### config.mk
export PLATFORM = sky130hd
export DESIGN_NAME = mshr_file
export DESIGN_NICKNAME = d
export VERILOG_FILES = /design/src/rtl/mshr_pkg.sv /design/src/rtl/mshr_lookup.sv /design/src/rtl/mshr_issue_q.sv /design/src/rtl/mshr_file.sv
export SDC_FILE = /design/constraint.sdc
export NUM_CORES = 1
export LEC_CHECK = 0
export BUFFER_PORTS_ARGS = -buffer_cell sky130_fd_sc_hd__buf_4
export CORE_MARGIN = 3
export CORE_UTILIZATION = 63
export CTS_CLUSTER_DIAMETER = 60
export CTS_CLUSTER_SIZE = 8
export DETAILED_ROUTE_END_ITERATION = 8
export PLACE_DENSITY = 0.95
export SYNTH_ARGS = -nofsm -noshare
export SYNTH_HDL_FRONTEND = slang
export SYNTH_HIERARCHICAL = 1
export SYNTH_SLANG_ARGS = --single-unit
### constraint.sdc
create_clock -name clk -period 8.1 [get_ports clk]
set_input_delay 1.215 -clock clk [delete_from_list [all_inputs] [get_ports clk]]
set_output_delay 1.215 -clock clk [all_outputs]
set_load 0.005 [all_outputs]
### src/rtl/mshr_pkg.sv
package mshr_pkg;
  typedef enum logic [2:0] {
    MK_NONE   = 3'd0,
    MK_ALLOC  = 3'd1,
    MK_MERGE  = 3'd2,
    MK_BYPASS = 3'd3,
    MK_STALL  = 3'd4
  } miss_kind_e;
endpackage

### src/rtl/mshr_lookup.sv
module mshr_lookup #(
  parameter int N_ENT  = 4,
  parameter int LINE_W = 26,
  parameter int ID_W   = 2
) (
  input  logic [N_ENT-1:0]        ent_vld,
  input  logic [N_ENT*LINE_W-1:0] ent_lines,
  input  logic [LINE_W-1:0]       key,
  output logic                    hit,
  output logic [ID_W-1:0]         hit_id,
  output logic                    free_any,
  output logic [ID_W-1:0]         free_id
);
  logic [N_ENT-1:0] match;

  for (genvar e = 0; e < N_ENT; e++) begin : g_cmp
    assign match[e] = ent_vld[e] && (ent_lines[e*LINE_W +: LINE_W] == key);
  end

  // lowest index wins for both encoders
  always_comb begin
    hit      = |match;
    free_any = ~&ent_vld;
    hit_id   = '0;
    free_id  = '0;
    for (int e = N_ENT - 1; e >= 0; e--) begin
      if (match[e])    hit_id  = ID_W'(e);
      if (!ent_vld[e]) free_id = ID_W'(e);
    end
  end
endmodule

### src/rtl/mshr_issue_q.sv
module mshr_issue_q #(
  parameter int N_ENT = 4,
  parameter int ID_W  = 2
) (
  input  logic            clk,
  input  logic            rst_n,
  input  logic            push,
  input  logic [ID_W-1:0] push_id,
  input  logic            pop,
  output logic            out_vld,
  output logic [ID_W-1:0] out_id
);
  localparam int CW = $clog2(N_ENT + 1);

  logic [ID_W-1:0] slot [N_ENT];
  logic [ID_W-1:0] wr_p, rd_p;
  logic [CW-1:0]   cnt;

  function automatic logic [ID_W-1:0] nxt(input logic [ID_W-1:0] p);
    return (p == ID_W'(N_ENT - 1)) ? '0 : p + ID_W'(1);
  endfunction

  assign out_vld = (cnt != '0);
  assign out_id  = slot[rd_p];

  // each entry sits in the queue at most once, so it never overflows
  always_ff @(posedge clk) begin
    if (!rst_n) begin
      wr_p <= '0;
      rd_p <= '0;
      cnt  <= '0;
    end else begin
      if (push) begin
        slot[wr_p] <= push_id;
        wr_p       <= nxt(wr_p);
      end
      if (pop) rd_p <= nxt(rd_p);
      if (push && !pop)      cnt <= cnt + CW'(1);
      else if (!push && pop) cnt <= cnt - CW'(1);
    end
  end
endmodule

### src/rtl/mshr_file.sv
module mshr_file
  import mshr_pkg::*;
#(
  parameter int N_ENT  = 4,
  parameter int LINE_W = 26,
  parameter int TAG_W  = 6,
  parameter int N_TGT  = 4,
  parameter int CHUNKS = 4,
  parameter int DATA_W = 64,
  localparam int ID_W  = (N_ENT > 1) ? $clog2(N_ENT) : 1,
  localparam int NT_W  = $clog2(N_TGT + 1),
  localparam int CNT_W = (CHUNKS > 1) ? $clog2(CHUNKS) : 1
) (
  input  logic                     clk,
  input  logic                     rst_n,
  input  logic                     miss_valid,
  output logic                     miss_ready,
  input  logic [LINE_W-1:0]        miss_line,
  input  logic [TAG_W-1:0]         miss_tag,
  output logic                     stall,
  output logic                     req_valid,
  input  logic                     req_ready,
  output logic [LINE_W-1:0]        req_line,
  output logic [ID_W-1:0]          req_id,
  input  logic                     fill_valid,
  input  logic [ID_W-1:0]          fill_id,
  input  logic [DATA_W-1:0]        fill_data,
  output logic                     done_valid,
  output logic [ID_W-1:0]          done_id,
  output logic [LINE_W-1:0]        done_line,
  output logic [NT_W-1:0]          done_tgt_cnt,
  output logic [N_TGT*TAG_W-1:0]   done_tgts,
  output logic [CHUNKS*DATA_W-1:0] done_data,
  output logic                     done_byp_vld,
  output logic [TAG_W-1:0]         done_byp_tgt
);
  logic [N_ENT-1:0]  ent_vld;
  logic [LINE_W-1:0] ent_line [N_ENT];
  logic [CNT_W-1:0]  ent_cnt  [N_ENT];
  logic [NT_W-1:0]   ent_ntgt [N_ENT];
  logic [TAG_W-1:0]  ent_tgt  [N_ENT][N_TGT];
  logic [DATA_W-1:0] ent_data [N_ENT][CHUNKS-1];

  logic [N_ENT*LINE_W-1:0] lines_flat;
  logic                    hit, free_any;
  logic [ID_W-1:0]         hit_id, free_id;
  logic                    completing, alloc, merge, pop, q_vld;
  logic [ID_W-1:0]         q_id;
  miss_kind_e              kind_raw, kind;

  for (genvar e = 0; e < N_ENT; e++) begin : g_flat
    assign lines_flat[e*LINE_W +: LINE_W] = ent_line[e];
  end

  mshr_lookup #(.N_ENT(N_ENT), .LINE_W(LINE_W), .ID_W(ID_W)) u_lookup (
    .ent_vld  (ent_vld),
    .ent_lines(lines_flat),
    .key      (miss_line),
    .hit      (hit),
    .hit_id   (hit_id),
    .free_any (free_any),
    .free_id  (free_id)
  );

  assign completing = fill_valid && ent_vld[fill_id] &&
                      (ent_cnt[fill_id] == CNT_W'(CHUNKS - 1));

  // classify the offered line; a refusal here is the only source of stall
  always_comb begin
    if (hit && completing && (hit_id == fill_id)) kind_raw = MK_BYPASS;
    else if (hit)      kind_raw = (ent_ntgt[hit_id] < NT_W'(N_TGT)) ? MK_MERGE : MK_STALL;
    else if (free_any) kind_raw = MK_ALLOC;
    else               kind_raw = MK_STALL;
    kind = miss_valid ? kind_raw : MK_NONE;
  end

  assign miss_ready = (kind_raw != MK_STALL);
  assign stall      = miss_valid && !miss_ready;
  assign alloc      = (kind == MK_ALLOC);
  assign merge      = (kind == MK_MERGE);

  mshr_issue_q #(.N_ENT(N_ENT), .ID_W(ID_W)) u_issue (
    .clk    (clk),
    .rst_n  (rst_n),
    .push   (alloc),
    .push_id(free_id),
    .pop    (pop),
    .out_vld(q_vld),
    .out_id (q_id)
  );

  assign req_valid = q_vld;
  assign req_id    = q_id;
  assign req_line  = ent_line[q_id];
  assign pop       = q_vld && req_ready;

  always_ff @(posedge clk) begin
    if (!rst_n) begin
      ent_vld <= '0;
      for (int e = 0; e < N_ENT; e++) begin
        ent_cnt[e]  <= '0;
        ent_ntgt[e] <= '0;
      end
    end else begin
      for (int e = 0; e < N_ENT; e++) begin
        if (alloc && free_id == ID_W'(e)) begin
          ent_vld[e]    <= 1'b1;
          ent_line[e]   <= miss_line;
          ent_cnt[e]    <= '0;
          ent_ntgt[e]   <= NT_W'(1);
          ent_tgt[e][0] <= miss_tag;
        end
        if (merge && hit_id == ID_W'(e)) begin
          for (int s = 0; s < N_TGT; s++)
            if (ent_ntgt[e] == NT_W'(s)) ent_tgt[e][s] <= miss_tag;
          ent_ntgt[e] <= ent_ntgt[e] + NT_W'(1);
        end
        if (fill_valid && ent_vld[e] && fill_id == ID_W'(e)) begin
          if (completing) begin
            ent_vld[e] <= 1'b0;
          end else begin
            for (int c = 0; c < CHUNKS - 1; c++)
              if (ent_cnt[e] == CNT_W'(c)) ent_data[e][c] <= fill_data;
            ent_cnt[e] <= ent_cnt[e] + CNT_W'(1);
          end
        end
      end
    end
  end

  assign done_valid   = completing;
  assign done_id      = fill_id;
  assign done_line    = ent_line[fill_id];
  assign done_tgt_cnt = ent_ntgt[fill_id];
  assign done_byp_vld = (kind == MK_BYPASS);
  assign done_byp_tgt = miss_tag;

  for (genvar s = 0; s < N_TGT; s++) begin : g_tgt
    assign done_tgts[s*TAG_W +: TAG_W] = ent_tgt[fill_id][s];
  end
  for (genvar c = 0; c < CHUNKS - 1; c++) begin : g_dat
    assign done_data[c*DATA_W +: DATA_W] = ent_data[fill_id][c];
  end
  assign done_data[(CHUNKS-1)*DATA_W +: DATA_W] = fill_data;
endmodule

## Word-level counts from Yosys, hierarchy flattened

Memory sizes are Yosys's and may differ from the RTL's. A register that Yosys moved wholly into a read port is not among the register bits.
Index checks and enable logic that the tools add are counted.

- Equal/unequal tests: 41
- Multiplexer cells: 245
- Reduce and logical (&&, ||, !) cells: 55
- $lt $le $gt $ge: 2
- Add/subtract/negate cells: 12
- Bitwise operators: 20

Operators with widths:

| kind | count |
|---|---|
| 2-to-1 mux 192 bit | 3 |
| OR reduction 192 bit | 3 |
| 2-to-1 mux 1 bit | 181 |
| == test 26 bit | 4 |
| 2-to-1 mux 26 bit | 3 |
| OR reduction 26 bit | 3 |
| 2-to-1 mux 24 bit | 3 |
| OR reduction 24 bit | 3 |
| 2-to-1 mux 2 bit | 29 |
| 2-to-1 mux 3 bit | 18 |
| == test 3 x 2 -> 1 bit (second input constant) | 10 |
| logical AND 1 bit | 28 |
| == test 2 bit (second input constant) | 13 |
| 2-to-1 mux 6 bit | 4 |
| bitwise OR 1 bit | 20 |
| adder 3 x 1 -> 3 bit (second input constant) | 5 |
| == test 3 x 1 -> 1 bit (second input constant) | 5 |
| == test 2 x 1 -> 1 bit (second input constant) | 7 |
| logical NOT 2 bit | 7 |
| adder 2 x 1 -> 2 bit (second input constant) | 6 |
| logical NOT 3 bit | 4 |
| 2-to-1 mux 4 bit | 3 |
| AND reduction 4 bit | 1 |
| OR reduction 4 bit | 1 |
| other kinds (9) | 11 |

- Flip-flop bits (word level): 11
- Output and inout port bits: 350
- Input port bits: 103
- Word-level logic and storage cells: 385
- Bits in writable memories: 996
- Memories: 6

Memory list:

| name | words | bits a word | read ports | clocked after memory_dff | wr ports | RTL line | RTL |
|---|---|---|---|---|---|---|---|
| ent_data | 4 | 192 | 1 | 0 | 1 | mshr_file.sv:42 | `logic [DATA_W-1:0] ent_data [N_ENT][CHUNKS-1];` |
| ent_line | 4 | 26 | 6 | 0 | 1 | mshr_file.sv:38 | `logic [LINE_W-1:0] ent_line [N_ENT];` |
| ent_tgt | 4 | 24 | 1 | 0 | 1 | mshr_file.sv:41 | `logic [TAG_W-1:0] ent_tgt [N_ENT][N_TGT];` |
| ent_ntgt | 4 | 3 | 6 | 0 | 4 | mshr_file.sv:40 | `logic [NT_W-1:0] ent_ntgt [N_ENT];` |
| ent_cnt | 4 | 2 | 5 | 0 | 4 | mshr_file.sv:39 | `logic [CNT_W-1:0] ent_cnt [N_ENT];` |
| u_issue.slot | 4 | 2 | 1 | 1 | 1 | mshr_issue_q.sv:15 | `logic [ID_W-1:0] slot [N_ENT];` |

## Longest topological paths before layout

An unclocked memory read counts as a cell.

- Depth after elaboration: 23
- Gate-level depth with buffers: 14
- Depth with buffers taken out: 13

## Hierarchy

The synthesis kept the hierarchy.

By module, submodules not included:

| module | area each (sq um) | cells an instance | seq. area each (sq um) | instances |
|---|---|---|---|---|
| mshr_file | 38060.3 | 1586 | 29748.5 | 1 |
| mshr_lookup | 1310.0 | 162 | 0.0 | 1 |
| mshr_issue_q | 740.7 | 54 | 420.4 | 1 |

## Worst setup path after synthesis

No wires, ideal clock.

- Path type: input -> output
- Start: input port miss_line[15]
- End: output port miss_ready
- Data arrival time: 3601 ps
- Setup slack: 3284 ps
- Data required time: 6885 ps
- Stages: 10
- Buffers on the path: 2
- Path through: clkbuf_1 xnor2_1 nand4_1 or4_1 or2_1 a221oi_2 buf_6 mux4_2 a21oi_1 or2_2

- Word-level cells in the longest chain between the ends: 12
- Elaborated cells on any way between the ends: 22
- Classes of those cells: order compare: 1; eq/ne: 6; mux: 7; reduce/logical: 7; memory: 1

Ends and longest elaborated chain:

| element | RTL line | RTL |
|---|---|---|
| start, declared | mshr_file.sv:18 | `input logic [LINE_W-1:0] miss_line,` |
| == test 26 bit | mshr_lookup.sv:17 | `assign match[e] = ent_vld[e] && (ent_lines[e*LINE_W +: LINE_W] == key);` |
| logical AND 1 bit | mshr_lookup.sv:17 |  |
| 2-to-1 mux 2 bit (3 in series) | mshr_lookup.sv:27 | `if (match[e]) hit_id = ID_W'(e);` |
| 2-to-1 mux 2 bit (*) | mshr_lookup.sv:27 |  |
| net hit_id[1] | mshr_file.sv:46 | `logic [ID_W-1:0] hit_id, free_id;` |
| memory read (4 x 3 bit) | -- |  |
| less-than comparator 3 bit | mshr_file.sv:71 | `else if (hit) kind_raw = (ent_ntgt[hit_id] < NT_W'(N_TGT)) ? MK_MERGE : MK_STALL;` |
| 2-to-1 mux 3 bit (2 in series) | mshr_file.sv:71 |  |
| 2-to-1 mux 3 bit (*) | mshr_file.sv:70 | `if (hit && completing && (hit_id == fill_id)) kind_raw = MK_BYPASS;` |
| != test 3 bit (*) | mshr_file.sv:77 | `assign miss_ready = (kind_raw != MK_STALL);` |
| end, declared | mshr_file.sv:17 | `output logic miss_ready,` |

Mark *: on every way through the listed nets, which the timed path passes. The rest lies on a longest branch.

## Worst setup path in the final report

- Start: input port miss_line[2]
- End: output port done_byp_vld

- Word-level cells in the longest chain between the ends: 13
- Elaborated cells on any way between the ends: 23
- Classes of those cells: order compare: 1; eq/ne: 6; mux: 8; reduce/logical: 7; memory: 1

Ends and longest elaborated chain:

| element | RTL line | RTL |
|---|---|---|
| == test 26 bit | mshr_lookup.sv:17 |  |
| logical AND 1 bit | mshr_lookup.sv:17 |  |
| 2-to-1 mux 2 bit (3 in series) | mshr_lookup.sv:27 |  |
| 2-to-1 mux 2 bit (*) | mshr_lookup.sv:27 |  |
| net hit_id[1] | mshr_file.sv:46 |  |
| memory read (4 x 3 bit) | -- |  |
| less-than comparator 3 bit | mshr_file.sv:71 |  |
| 2-to-1 mux 3 bit (2 in series) | mshr_file.sv:71 |  |
| 2-to-1 mux 3 bit (*) | mshr_file.sv:70 |  |
| 2-to-1 mux 3 bit (*) | mshr_file.sv:74 | `kind = miss_valid ? kind_raw : MK_NONE;` |
| == test 3 x 2 -> 1 bit (*) | mshr_file.sv:135 | `assign done_byp_vld = (kind == MK_BYPASS);` |
| end, declared | mshr_file.sv:34 | `output logic done_byp_vld,` |

Marked as above.

==> flow_metrics.tcl <==
set metrics [dict create \
    outcome "finished, final reports clean" \
    nFillCells 3020 \
    cts-root-buf "clkbuf_16" \
    hold_violations 0 \
    row_count 91 \
    synth_top_area_share_pct 74.6 \
    antenna_found_initial 0 \
    yosysWarnings 6 \
    post_cts_buffers 0 \
    ios 453 \
    die_w_um 258 \
    whs_endpoint "u_issue/cnt[2]" \
    place_congestion 0.924 \
    ant_nets 0 \
    synth_common_cells "edfxtp_1, mux4_2, buf_4" \
    max_freq_mhz 167 \
    rr_startpoint "ent_line[2][2]" \
    slew_viol_final 0 \
    rrSetupSlack_ps 3220 \
    grt_max_degree 150 \
    grt_pass1_vias 22900 \
    holdCritPathClass "reg2reg" \
    finalSetupViolCount 0 \
    cp_max_fo 36 \
    grt_setup_unrepaired "no" \
    grt_pass1_wl_mm 176 \
    clk_latency_ps 750 \
    yosys.cell_count.top_type "edfxtp_1" \
    power_leakage_nw 16.3 \
    netlist_instances 1802 \
    die_h_um 258 \
    drt-initial-drc-count 3454 \
    period_share_pct 73.9 \
    clock_path_buffers 3 \
    die_area_mm2 0.0667 \
    postLayoutCoreUtil_pct 76.8 \
    grt_usage_pct 37.9 \
    layout.cells.non_filler 3132 \
    cts_sinks 1009 \
    whs_ps 510 \
    maxCapViolations 0 \
    busiest_layer "met2" \
    synth_top_cell_by_area "edfxtp_1" \
    syn_area_per_cell_um2 22.3 \
    hp-start "u_issue/cnt[2]" \
    gr-total-overflow 0 \
    p_per_area_mw_per_mm2 258 \
    synth_ff_type "edfxtp_1" \
    port-buffer-count 452 \
    tritoncts "yes" \
    h-tree-depth 4 \
    setup_tns_ps 0 \
    setup.worst_path.class "in2out" \
    start_util_pct 64.3 \
    reg2regPathDepth 9 \
    vias 21900 \
    fp.coreArea_mm2 0.0624 \
    critPathRequiredTime_ps 6880 \
    path_clk_slew_ps 50 \
    ys_ff_latch 1009 \
    relSlewSlack_pct 14.0 \
    synthesis.nets 1944 \
    tightestPinTransition_ps 1270 \
    routed_wl_mm 123 \
    synth-seq-area-share_pct 75.2 \
    cts_hold_buf 0 \
    place_hpwl_mm 67.0 \
    grtUsageMet2_pct 63.1 \
    peakVddDrop_v 0.000352 \
    dpl.cell_count 2964 \
    total_power_mw 12.4 \
    drc 0 \
    hold_depth 2 \
    layout.nets 2416 \
    avgRoutedWirePerCell_um 39.4 \
    cts_resized 0 \
    async_reset_ff_share_pct 0 \
    endpoint_kind "primary output" \
    clock_skew_ps 52.4 \
    synth-edff-count 996 \
    arrival_ps 4770 \
    grt_use_met3_pct 10.9 \
    dr.pass1.iters 5 \
    layout_min_cycle_time_ps 5980 \
    r2r-end "ent_tgt[2][10]" \
    drive_gt1_share_pct 40.8 \
    critPathLaunchType "input pin" \
    grt_use_met1_pct 46.6 \
    synthTopCellsByArea "edfxtp_1, mux4_2, xnor2_1" \
    syn_to_final_growth_pct 19.5 \
    synth_cell_types 59 \
    numCtsBuffers 145 \
    via_per_inst 6.98 \
    synth_area_mm2 0.0401 \
]
==> stage by stage <==
step / area, um2 / setup slack, ps
floorplan: 40100 / 3280
global placement: 43900 / 2290
detailed placement: 43900 / 2230
CTS: 47900 / 2170
global route: 47900 / 2000
finish: 47900 / 2120
==> per-layer routing <==
layer	vias to the layer above	part of all wire [%]	wire length (um)
met5	-	0	0
met4	0	5.3	6590
met3	363	12	15000
met2	2069	51	62700
met1	11200	32	39000
li1	8267	-	-
==> cell type report <==
cell class                      count  area (um2)  area share [%]
Antenna cell                        1        2.50         0.00522
Tap cell                          837        1050            2.18
Clock inverter                     17         409           0.854
Multi-Input combinational cell    608        8920            18.6
Inverter                           38         143           0.298
Sequential cell                  1009       30200            62.9
Clock buffer                      150        3650            7.61
Timing Repair Buffer              472        3600            7.50
==> kinds of logic after synthesis <==
family | after synthesis | synth area share (%)
DFF | 1009 | 75.2
muxes | 280 | 15.5
buffers and inverters | 185 | 2.62
and+or+nand+nor | 148 | 2.35
xor gates and xnor gates | 104 | 2.33
adders and majority gates | 39 | 1.24
AOI/OAI and AO/OA | 37 | 0.711
==> critical path, cell delays in order <==
cell and delay, ps:
buf_4 150, xnor2_1 210, nand4_1 220, or4_1 590
or2_1 280, a221oi_2 580, xnor2_1 200, nand3_1 150
a21oi_4 780, and2_1 260, buf_4 120
==> layout by cell type, fill, tap and decap left out, drive strengths merged, types with 10 or more instances in the layout <==
cell / n
ha: 38
edfxtp: 996
clkbuf: 150
and2: 23
buf: 472
clkinv: 12
nor3: 10
nor3b: 18
inv: 41
nor2: 10
nand4: 18
nor4: 12
xor2: 31
dfxtp: 13
xnor2: 73
nand2: 12
mux4: 274
==> state kept, by name, summed over array words and instances (netlist names), named ones only <==
register,flops
ent_vld,4
ent_cnt,8
u_issue/wr_p,2
ent_data,768
u_issue/cnt,3
u_issue/rd_p,2
ent_line,104
ent_ntgt,12
ent_tgt,96
u_issue/slot,8
==> worst max-delay path by stage <==
stage	from	slack, ps	to
2_1_floorplan	miss_line[15]	3280	miss_ready
3_3_place_gp	miss_line[17]	2290	done_byp_vld
3_5_place_dp	miss_line[2]	2230	done_byp_vld
4_1_cts	miss_line[2]	2170	done_byp_vld
5_1_grt	miss_line[25]	2000	done_byp_vld
6_report	miss_line[2]	2120	done_byp_vld
==> where the power goes <==
part	internal, mW	total (mW)	switching, mW
combinational	0.442	0.925	0.483
clock	3.28	5.61	2.34
sequential	5.79	5.82	0.0348
total	9.51	12.4	2.85
(Power assumes the default switching activity.)
